[src/rtl/fsmd_cpu.sv]
module fsmd_cpu #(
  parameter int DW   = 16,
  parameter int AW   = 16,
  parameter int NREG = 16,
  parameter int OPW  = 4
) (
  input  logic          clk,
  input  logic          rst,
  output logic [AW-1:0] mem_addr,
  output logic [DW-1:0] mem_wdata,
  input  logic [DW-1:0] mem_rdata,
  output logic          mem_rd,
  output logic          mem_wr,
  output logic          halted
);
  localparam int RW = $clog2(NREG);
  localparam int FW = DW - OPW - RW;

  typedef enum logic [3:0] {
    S_FETCH, S_DECODE, S_LDD, S_STD, S_STI, S_LDI, S_ADD, S_SUB, S_JZ, S_HALT
  } state_t;

  typedef struct packed {
    logic       ir_ld;
    logic       pc_inc;
    logic       pc_jz;
    logic       rf_we;
    logic [1:0] rf_sel;
    logic [1:0] alu_op;
    logic [1:0] am_sel;
    logic       rd;
    logic       wr;
    logic       wd_rm;
  } ctl_t;

  state_t        state, nxt;
  ctl_t          ctl;
  logic [AW-1:0] pc;
  logic [DW-1:0] ir;
  logic [DW-1:0] rf [NREG];
  logic [DW-1:0] r1, r2, alu_y, rf_wd;
  logic          alu_z, fetching;

  wire [OPW-1:0] op  = ir[DW-1 -: OPW];
  wire [RW-1:0]  rn  = ir[DW-OPW-1 -: RW];
  wire [RW-1:0]  rm  = ir[FW-1 -: RW];
  wire [FW-1:0]  low = ir[FW-1:0];

  assign r1 = rf[rn];
  assign r2 = rf[rm];

  always_comb begin
    ctl = '0;
    case (state)
      S_FETCH: begin ctl.am_sel = 2'd0; ctl.rd = 1'b1; ctl.ir_ld = 1'b1; ctl.pc_inc = 1'b1; end
      S_LDD:   begin ctl.am_sel = 2'd1; ctl.rd = 1'b1; ctl.rf_we = 1'b1; ctl.rf_sel = 2'd1; end
      S_STD:   begin ctl.am_sel = 2'd1; ctl.wr = 1'b1; end
      S_STI:   begin ctl.am_sel = 2'd2; ctl.wr = 1'b1; ctl.wd_rm = 1'b1; end
      S_LDI:   begin ctl.rf_we = 1'b1; ctl.rf_sel = 2'd2; end
      S_ADD:   begin ctl.rf_we = 1'b1; ctl.rf_sel = 2'd0; ctl.alu_op = 2'd0; end
      S_SUB:   begin ctl.rf_we = 1'b1; ctl.rf_sel = 2'd0; ctl.alu_op = 2'd1; end
      S_JZ:    begin ctl.alu_op = 2'd2; ctl.pc_jz = 1'b1; end
      default: ctl = '0;
    endcase
  end

  always_comb begin
    case (state)
      S_FETCH:  nxt = S_DECODE;
      S_DECODE:
        case (op)
          4'h0:    nxt = S_LDD;
          4'h1:    nxt = S_STD;
          4'h2:    nxt = S_STI;
          4'h3:    nxt = S_LDI;
          4'h4:    nxt = S_ADD;
          4'h5:    nxt = S_SUB;
          4'h6:    nxt = S_JZ;
          default: nxt = S_HALT;
        endcase
      S_HALT:   nxt = S_HALT;
      default:  nxt = S_FETCH;
    endcase
  end

  always_ff @(posedge clk) begin
    if (rst) state <= S_FETCH;
    else     state <= nxt;
  end

  always_comb begin
    case (ctl.alu_op)
      2'd0:    alu_y = r1 + r2;
      2'd1:    alu_y = r1 - r2;
      default: alu_y = r1;
    endcase
  end
  assign alu_z = (alu_y == '0);

  always_comb begin
    case (ctl.rf_sel)
      2'd1:    rf_wd = mem_rdata;
      2'd2:    rf_wd = {{(DW-FW){1'b0}}, low};
      default: rf_wd = alu_y;
    endcase
  end

  always_ff @(posedge clk) begin
    if (rst) begin
      for (int i = 0; i < NREG; i++) rf[i] <= '0;
    end else if (ctl.rf_we) begin
      rf[rn] <= rf_wd;
    end
  end

  assign fetching = ctl.ir_ld;

  always_ff @(posedge clk) begin
    if (rst)                    pc <= '0;
    else if (ctl.pc_inc)        pc <= pc + 1'b1;
    else if (ctl.pc_jz && alu_z) pc <= pc + {{(AW-FW){low[FW-1]}}, low};
  end

  always_ff @(posedge clk) begin
    if (rst)           ir <= '0;
    else if (fetching) ir <= mem_rdata;
  end

  always_comb begin
    case (ctl.am_sel)
      2'd1:    mem_addr = {{(AW-FW){1'b0}}, low};
      2'd2:    mem_addr = r1[AW-1:0];
      default: mem_addr = pc;
    endcase
  end

  assign mem_wdata = ctl.wd_rm ? r2 : r1;
  assign mem_rd    = ctl.rd;
  assign mem_wr    = ctl.wr;
  assign halted    = (state == S_HALT);
endmodule


[config.mk]
export PLATFORM = sky130hd
export DESIGN_NAME = fsmd_cpu
export DESIGN_NICKNAME = d
export VERILOG_FILES = /design/src/rtl/fsmd_cpu.sv
export SDC_FILE = /design/constraint.sdc
export NUM_CORES = 1
export LEC_CHECK = 0
export ABC_AREA = 1
export BUFFER_PORTS_ARGS = -buffer_cell sky130_fd_sc_hd__buf_2
export CAP_MARGIN = 40
export CORE_MARGIN = 2
export CORE_UTILIZATION = 30
export CTS_CLUSTER_SIZE = 8
export DETAILED_ROUTE_END_ITERATION = 8
export SYNTH_ARGS = -nofsm -noshare
export SYNTH_HDL_FRONTEND = slang
export SYNTH_SLANG_ARGS = --single-unit
export TNS_END_PERCENT = 5
[constraint.sdc]
create_clock -name clk -period 4.6 [get_ports clk]
set_clock_uncertainty 0.1 [all_clocks]
set_input_delay 0 -clock clk [delete_from_list [all_inputs] [get_ports clk]]
set_output_delay 0 -clock clk [all_outputs]
set_load 0.01 [all_outputs]
Word level (Yosys, flattened, before mapping)

Memory sizes are Yosys's and may differ from the RTL's. A register that Yosys moved wholly into a read port is not among the register bits.
Index checks and enable logic that the tools add are counted.

Memory bits (writable): 256
Memories: 1
Flip-flop bits (word level): 36
Latch bits: 0
Logic and storage cells: 67
Bits in read-only memories: 0

Memory list:

| memory | depth | width | rd ports | clocked after memory_dff | write ports | line | text |
|---|---|---|---|---|---|---|---|
| rf     | 16    | 16    | 2        | 2                        | 16          | 40   | `logic [DW-1:0] rf [NREG];` |

Magnitude comparators: 0
Equal/unequal tests: 20
Mux-type cells: 28
Multiply operators: 0
Div/mod/pow operators: 0
Shift operators: 0
Reduce and logical (&&, ||, !) cells: 11
Bitwise gates (word level): 0
Add/subtract/negate cells: 4

Operators by type and width:

| cell                                                                   | number |
|---|---|
| 16-bit one-hot mux with 2 select lines                                 | 3 |
| 16-bit two-way mux                                                     | 4 |
| 16-bit adder                                                           | 2 |
| 4-bit by 3-bit equality test with 1-bit output (second input constant) | 7 |
| 4-bit one-hot mux with 7 select lines                                  | 1 |
| 4-bit two-way mux                                                      | 5 |
| 16-bit by 1-bit adder with 16-bit output (second input constant)       | 1 |
| 4-bit by 2-bit equality test with 1-bit output (second input constant) | 4 |
| 16-bit zero test                                                       | 1 |
| 16-bit OR reduction                                                    | 1 |
| 16-bit subtractor                                                      | 1 |
| 4-bit one-hot mux with 3 select lines                                  | 1 |
| 1-bit two-way mux                                                      | 10 |
| 3-bit one-hot mux with 3 select lines                                  | 1 |
| 4-bit by 1-bit equality test with 1-bit output (second input constant) | 2 |
| 4-bit equality test (second input constant)                            | 2 |
| 4-bit zero test                                                        | 2 |
| 2-bit one-hot mux with 2 select lines                                  | 2 |
| 2-bit OR reduction                                                     | 4 |
| 2-bit by 1-bit equality test with 1-bit output (second input constant) | 3 |
| 2-bit equality test (second input constant)                            | 2 |
| 2-bit zero test                                                        | 1 |
| 2-bit two-way mux                                                      | 1 |
| 2-bit nonzero test                                                     | 1 |
| 1-bit logical AND                                                      | 1 |

Logic depth before layout (Yosys ltp)

Gate-level depths: netlist of run 1.

Depth after elaboration: 8
Gate-level depth with buffers: 35
Depth with buffers taken out: 32

Worst setup path after synthesis of run 1

No wires, ideal clock.

Path kind: register to register
Start: register state[2]
End: memory rf[0][14], data pin
Setup time: 0.266 ns
Path buffers: 1
Cell stages (with the launch flop): 23
Slack: 0.490 ns
Arrival time: 3.744 ns
Cell sequence: dfxtp_1 inv_1 nor2_2 inv_2 nor3_1 inv_2 nand2_1 o21ai_0 xor2_1 ha_1 a21oi_1 o21ai_0 nand2_1 nand3_1 a21oi_1 o21ai_0 a21oi_1 nand2_1 nand3_1 nand2_1 a22oi_1 clkbuf_1 nor2_1

RTL lines:

| item                   | line | text |
|---|---|---|
| start, declared        | 36   | `state_t state, nxt;` |
| start signal, assigned | 88   | `else state <= nxt;` |
| end, declared          | 40   |  |

==> reports/results.md, run 1 <==
| Group | Quantity | Value |
|:---|:---|:---|
| drt | Number of design rule violations left after detail routing | 0 |
| floorplanning | Core footprint | 61400 µm² |
| synth | Syn Inst Count | 2387 |
| clock tree | Htree depth | 2 |
| floorplanning | Die width | 253 µm |
| cells and area | Antenna diode instance count | 0 |
| cells and area | Most frequent cells in the layout | nand2_1, nor2_1, nand3_1 |
| synth | Total of warnings raised by yosys | 0 |
| floorplanning | Height of the die | 253 µm |
| critical path | Path type of the worst setup path | reg -> reg |
| floorplanning | Floorplan row count | 91 |
| drt | Final ANT Viol Nets | 0 |
| sta | Final-report hold violation count | 0 |
| critical path | Critical path arrival | 4.77 ns |
| sta | Slew @ Worst Pin | 0.871 ns |
| clock tree | Clock latency of the later-clocked register in the worst-skew pair | 0.58 ns |
| critical path | Top fanout value on the critical path | 7 |
| cells and area | Most frequent standard cell in the layout excluding fill and tap cells | nand2_1 |
| synth | Count of state elements after synthesis | 300 |
| sta | Hold slack | 0.146 ns |
| floorplanning | Die Area | 63800 µm² |
| drt | Final Routed Wirelength | 64.0 mm |
| synth | Cell area after synthesis | 18500 µm² |
| cells and area | Post-layout net count | 2562 |
| critical path | Library cell appearing most often on the critical path | nand2_2 |
| sta | Worst rel slew slack | 41.8% |
| sta | Final worst path period share | 96.6% |
| critical path | Data required time of the worst path | 4.93 ns |
| grt | Via count of the first global-routing pass | 16300 |
| grt | Largest net degree at the start of global routing | 90 |
| place | Port Buffers | 52 |
| synth | Proportion of synthesized chip area in sequential cells | 46.2% |
| synth | Post-Synthesis Net Count | 2445 |
| floorplanning | Effective utilization at floorplan | 30.2% |
| status | Run status | finished clean |
| cells and area | Area Overhead vs Synth | 21.3% |
| critical path | Critical Path Max Stage Delay | 0.41 ns |
| hold path | Class of the most critical hold timing path | in -> reg |
| grt | Global-route wire length before repair | 95.0 mm |
| sta | Pins over their slew limit | 0 |
| drt | Count of vias placed by the detailed router | 17300 |
| place | Post-detailed-placement half-perimeter wirelength | 42.1 mm |
| drt | Vias/cell | 5.21 |
| drt | Count of routing violations after the opening detailed-route iteration | 1889 |
| clock tree | Worst-case clock buffer depth | 3 |
| synth | Average cell area after synthesis | 7.77 µm² |
| sta | Min cycle time layout | 4.44 ns |
| critical path | Flop2flop setup slack | 0.16 ns |
| drt | Detailed-route wire length per cell | 19.2 µm |
| sta | Maximum clock frequency | 225 MHz |
| sta | Unrepaired setup endpoints after global routing | yes |
| grt | GRT Residual Overflow | 0 |
| grt | Initial antenna violation count | 0 |
| clock tree | TritonCTS Buffers | 43 |
| place | RD Place Congestion | 0.877 |
| critical path | Crit path capture type | flip-flop |
| clock tree | Clock tree from TritonCTS | yes |
| sta | Final TNS setup | 0 ns |
| job | Max cap viols | 0 |
| synth | Number of different library cells in the post-synthesis netlist | 54 |
| clock tree | Number of sinks handled by clock tree synthesis | 300 |
| sta | Setup Viol. Count Final | 0 |
| clock tree | Clock transition time at the flip-flop clock pins of the worst setup and hold paths | 0.05 ns |
| drt | Detailed-routing iteration count for the pre-antenna-repair pass | 6 |
| critical path | Critical path's slowest cell | dfxtp_4 |
| floorplanning | I/O pins | 53 |
| cells and area | Share of post-route cells with drive strength above 1 | 15.0% |
| critical path | Startpoint Class | flip-flop |
| clock tree | Root buffer cell | clkbuf_16 |
| grt | Tot GR Track Use | 19.3% |
## critical path: cells and delay by family (launching register included)
kind	cells	cell delay [ns]
buffers and inverters	6	0.87
flip-flops	1	0.41
AO/OA/AOI/OAI	4	0.59
adder cells (fa/ha/maj)	2	0.41
XOR/XNOR	1	0.15
AND/OR/NAND/NOR	17	1.74
## layer usage
metal / routed length [µm] / vias to the layer above / track usage (%) / share of wire (%)
met1: 27400 / 8197 / 25.8 / 43
met3: 4890 / 140 / 3.03 / 7.6
met5: 0 / - / 0 / 0
met4: 2460 / 0 / 7.68 / 3.8
li1: - / 8234 / - / -
met2: 29300 / 755 / 31.1 / 46
## cell type report
class | count | area (µm²)
inverter | 262 | 1000
fill | 6216 | 38900
multi-input combinational | 1668 | 8540
tap | 790 | 988
sequential | 300 | 8580
clock inverter | 2 | 25.0
timing repair buffer | 229 | 2140
clock buffer | 77 | 1230
## final timing paths
path,from,cells after the start,to
hold reg to reg,pc[5]$_SDFFE_PP0P_,2,pc[5]$_SDFFE_PP0P_
setup reg to reg,flip-flop,30,pc[7]$_SDFFE_PP0P_
setup / recovery,flip-flop,30,pc[7]$_SDFFE_PP0P_
hold / removal,mem_rdata[13],4,ir[13]$_SDFFE_PP0P_
## cell usage after synthesis, drive strengths merged
library cell    n  area [µm²]
nand2         464        1790
nor2          359        1360
nand3         281        1420
inv           260         976
edfxtp        256        7690
o21ai         180         908
a21oi         162         837
buf            82         533
clkbuf         76         285
o211ai         62         470
dfxtp          44         881
ha             38         475
or2            23         144
xor2           19         166
nor3           16        80.1
xnor2          13         114
a31oi           7        43.8
o221ai          6        52.6
a211oi          5        37.5
a22oi           5        37.5
nand4           4        31.3
o22ai           4        25.0
a21o            2        15.0
clkinv          2        7.51
fa              2        40.0
o21a            2        15.0
o21bai          2        15.0
o31ai           2        15.0
a2111oi         1        8.76
a21boi          1        7.51
a221oi          1        15.0
a32o            1        10.0
a41oi           1        8.76
and2            1        6.26
nand3b          1        7.51
nor4            1        6.26
o2111ai         1        8.76
## logic make-up (layout without fill, tap and decap cells)
group | after synthesis | after routing | share of synthesized area, %
flip-flops | 300 | 300 | 46.2
XOR/XNOR | 32 | 32 | 1.51
adder cells (fa/ha/maj) | 40 | 40 | 2.78
buffers and inverters | 420 | 570 | 9.71
AO/OA/AOI/OAI | 445 | 445 | 13.6
AND/OR/NAND/NOR | 1150 | 1151 | 26.2
## repair_timing
item | CTS | global route
pin swaps | 0 | 14
setup buffers | 0 | 21
gates resized for setup | 7 | 100
endpoints found under the hold margin | 269 | 0
hold buffers | 21 | 0
cloned | 1 | 9
endpoints found under the setup margin | 48 | 96
## per-stage QoR
stage | std cells | utilization (%) | setup WS, ns | area, µm²
6_report | 3328 | 36.7 | 0.158 | 22500
5_1_grt | 3328 | 36.7 | -0.105 | 22500
4_1_cts | 3298 | 35.5 | 0.0423 | 21800
3_5_place_dp | 3197 | 33.0 | -0.117 | 20300
3_3_place_gp | 3186 | 32.7 | -0.0993 | 20100
2_1_floorplan | 2387 | - | 0.490 | 18500
## flip-flops by register name (all words and copies together), names as in the netlist, named ones only
signal and flops:
ir 16, pc 16, rf 256, state 4
Power of run 1 is not shown: default switching activity piles up to over one toggle a cycle in this logic, so the estimate is an artifact.
==> inputs of run 2 (changes only) <==
- clock period: 4.6 -> 5.38 ns (I/O delays scaled with it)
==> reports/results.md, run 2 (same netlist as run 1, synthesis figures left out) <==
| Group | Quantity | Value | Delta |
|:---|:---|:---|:---|
| cells and area | Antenna diode instance count | 0 | unchanged |
| sta | Worst rel slew slack | 44.8% | +3.0 points |
| critical path | Crit path capture type | flip-flop |  |
| grt | GRT Residual Overflow | 0 | unchanged |
| floorplanning | Die width | 253 µm | unchanged |
| critical path | Critical Path Max Stage Delay | 0.46 ns | +0.05 ns |
| drt | Final Routed Wirelength | 62.2 mm | -2.8% |
| drt | Met3 Wirelength | 4.49 mm | -8.3% |
| sta | Maximum clock frequency | 198 MHz | -12% |
| floorplanning | I/O pins | 53 | unchanged |
| cells and area | Most frequent standard cell in the layout excluding fill and tap cells | nand2_1 |  |
| sta | Final worst path period share | 93.7% | -2.9 points |
| critical path | Cell count of the worst reg-to-reg path | 26 | -13% |
| cells and area | Most frequent cells in the layout | nand2_1, nor2_1, nand3_1 |  |
| cells and area | Number of flip-flops in the largest register | 256 | unchanged |
| drt | Detailed-route wire length per cell | 19.1 µm | -0.64% |
| critical path | Critical Path Stages | 26 | -13% |
| sta | Final TNS setup | 0 ns | unchanged |
| grt | Via count of the first global-routing pass | 16300 | +0.42% |
| place | RD Place Congestion | 0.902 | +2.9% |
| drt | Count of routing violations after the opening detailed-route iteration | 1849 | -2.1% |
| critical path | Library cell appearing most often on the critical path | nand2_1 |  |
| place | Instance area after placement | 19700 µm² | -2.6% |
| cells and area | Post-route standard cell area excluding fillers | 21300 µm² | -5.5% |
| place | Port Buffers | 52 | unchanged |
| clock tree | Worst-case clock buffer depth | 3 | unchanged |
| clock tree | Number of sinks handled by clock tree synthesis | 300 | unchanged |
| drt | Sum of met2 wire segment lengths after detailed routing | 28.5 mm | -2.8% |
| clock tree | Clock tree from TritonCTS | yes |  |
| grt | Largest net degree at the start of global routing | 158 | +76% |
| critical path | Buf/Inv on CP | 5 | -1 |
| drt | Top Metal Used | met4 |  |
| critical path | Critical Path End | rf[15][15]$_SDFFCE_PN0P_ |  |
| sta | Setup Viol. Count Final | 0 | unchanged |
| grt | Global-route wire length before repair | 95.5 mm | +0.50% |
| sta | Unrepaired setup endpoints after global routing | no |  |
| cells and area | Post-layout net count | 2488 | -2.9% |
| drt | Count of vias placed by the detailed router | 16900 | -2.3% |
| hold path | Class of the most critical hold timing path | in -> reg |  |
| sta | Pins over their slew limit | 0 | unchanged |
| sta | Final-report hold violation count | 0 | unchanged |
| critical path | Startpoint Class | flip-flop |  |
| critical path | Worst R2R End | rf[15][15]$_SDFFCE_PN0P_ |  |
| drt | Detailed-routing iteration count for the pre-antenna-repair pass | 5 | -1 |
| clock tree | Root buffer cell | clkbuf_16 |  |
| clock tree | Clock transition time at the flip-flop clock pins of the worst setup and hold paths | 0.05 ns | about the same |
| floorplanning | Floorplan row count | 91 | unchanged |
| clock tree | Clock latency of the later-clocked register in the worst-skew pair | 0.57 ns | about the same |
| floorplanning | Effective utilization at floorplan | 30.2% | unchanged |
| clock tree | TritonCTS Buffers | 43 | unchanged |
| clock tree | Setup Fix Bufs, Post-CTS | 0 | unchanged |
| grt | Initial antenna violation count | 0 | unchanged |
| place | Post-detailed-placement half-perimeter wirelength | 40.9 mm | -2.8% |
| grt | Tot GR Track Use | 19.3% | +0.072 points |
| cells and area | Largest register by flop count | rf |  |
| critical path | Top fanout value on the critical path | 35 | +28 |
| critical path | Critical path's slowest cell | buf_4 |  |
| drt | Number of design rule violations left after detail routing | 0 | unchanged |
| critical path | Cell type group with the largest total delay on the critical path | simple AND/OR/NAND/NOR gates |  |
| floorplanning | Core footprint | 61400 µm² | unchanged |
| clock tree | Htree depth | 2 | unchanged |
| cells and area | Registers with the most flip-flops | rf: 256 flops, ir: 16 flops, pc: 16 flops |  |
| critical path | Critical path arrival | 5.22 ns | +0.45 ns |
| sta | Min cycle time layout | 5.04 ns | +0.598 ns |
| cells and area | Area Overhead vs Synth | 14.6% |  |
| drt | Final ANT Viol Nets | 0 | unchanged |
| critical path | Data required time of the worst path | 5.56 ns | +0.63 ns |
| job | Max cap viols | 0 | unchanged |
| sta | Slew @ Worst Pin | 0.825 ns | -0.0465 ns |
| drt | Wl on met1 | 26.8 mm | -2.1% |
| status | Run status | finished clean |  |
| critical path | Flop2flop setup slack | 0.34 ns | +0.18 ns |
| cells and area | Share of post-route cells with drive strength above 1 | 9.66% | -5.4 points |
| floorplanning | Die Area | 63800 µm² | unchanged |
| drt | Vias/cell | 5.20 | about the same |
| critical path | Path type of the worst setup path | reg -> reg |  |
| floorplanning | Height of the die | 253 µm | unchanged |
==> run 2: cell types whose count changed in the layout (fill, tap and decap cells not counted), moves of 10 or more <==
cell     change
nand2_2     -18
buf_4       -44
nand3_1     +18
nand3_2     -17
nor2_1      +12
nand2_1     +21
buf_8       -10
==> run 2: layout make-up <==
type / instances / area (µm²)
fillers: 6327 / 40100
flip-flops and latches: 300 / 8580
multi-input cells: 1667 / 8210
repair buffers: 156 / 1240
clock buffers: 76 / 1220
inverters: 262 / 990
well taps: 790 / 988
clock inverters: 3 / 30.0
==> run 2: timing repair <==
item | 4_1_cts | 5_1_grt
gates resized for setup | 0 | 12
endpoints found under the hold margin | 260 | 0
hold buffers | 21 | 0
setup endpoints to repair | 0 | 32
==> run 2: worst register-to-register path: cells and delay by family (launching register included) <==
family / cells / cell delay [ns]
AO/OA/AOI/OAI: 3 / 0.69
flip-flops: 1 / 0.36
AND/OR/NAND/NOR: 16 / 1.79
buffers and inverters: 5 / 1.35
XOR/XNOR: 1 / 0.15
adder cells (fa/ha/maj): 1 / 0.34
==> run 2: worst min-delay path by stage <==
stage,from,end,slack (ns),cells after the start
floorplan,rst,state[1]$_SDFF_PP0_,-0.02,1
global placement,mem_rdata[14],ir[14]$_SDFFE_PP0P_,0.17,3
detailed placement,mem_rdata[14],ir[14]$_SDFFE_PP0P_,0.18,3
CTS,mem_rdata[14],ir[14]$_SDFFE_PP0P_,0.12,4
global route,mem_rdata[14],ir[14]$_SDFFE_PP0P_,0.16,4
finish,mem_rdata[14],ir[14]$_SDFFE_PP0P_,0.15,4
==> run 2: routing by layer <==
metal  track usage (%)  vias up
li1                  -     8070
met1              26.1     8010
met2              30.9      714
met3              2.64      142
met4              8.44        0
met5                 0        -
==> run 2: per-stage QoR <==
step / hold WS (ns) / util (%) / std cells / setup WS [ns]
floorplan: -0.0229 / - / 2387 / 1.27
global placement: 0.166 / 32.1 / 3152 / 0.315
detailed placement: 0.175 / 32.2 / 3153 / 0.369
CTS: 0.124 / 34.5 / 3253 / 0.339
global route: 0.157 / 34.6 / 3254 / 0.0110
finish: 0.152 / 34.6 / 3254 / 0.340
Power of run 2 is left out for the same reason.
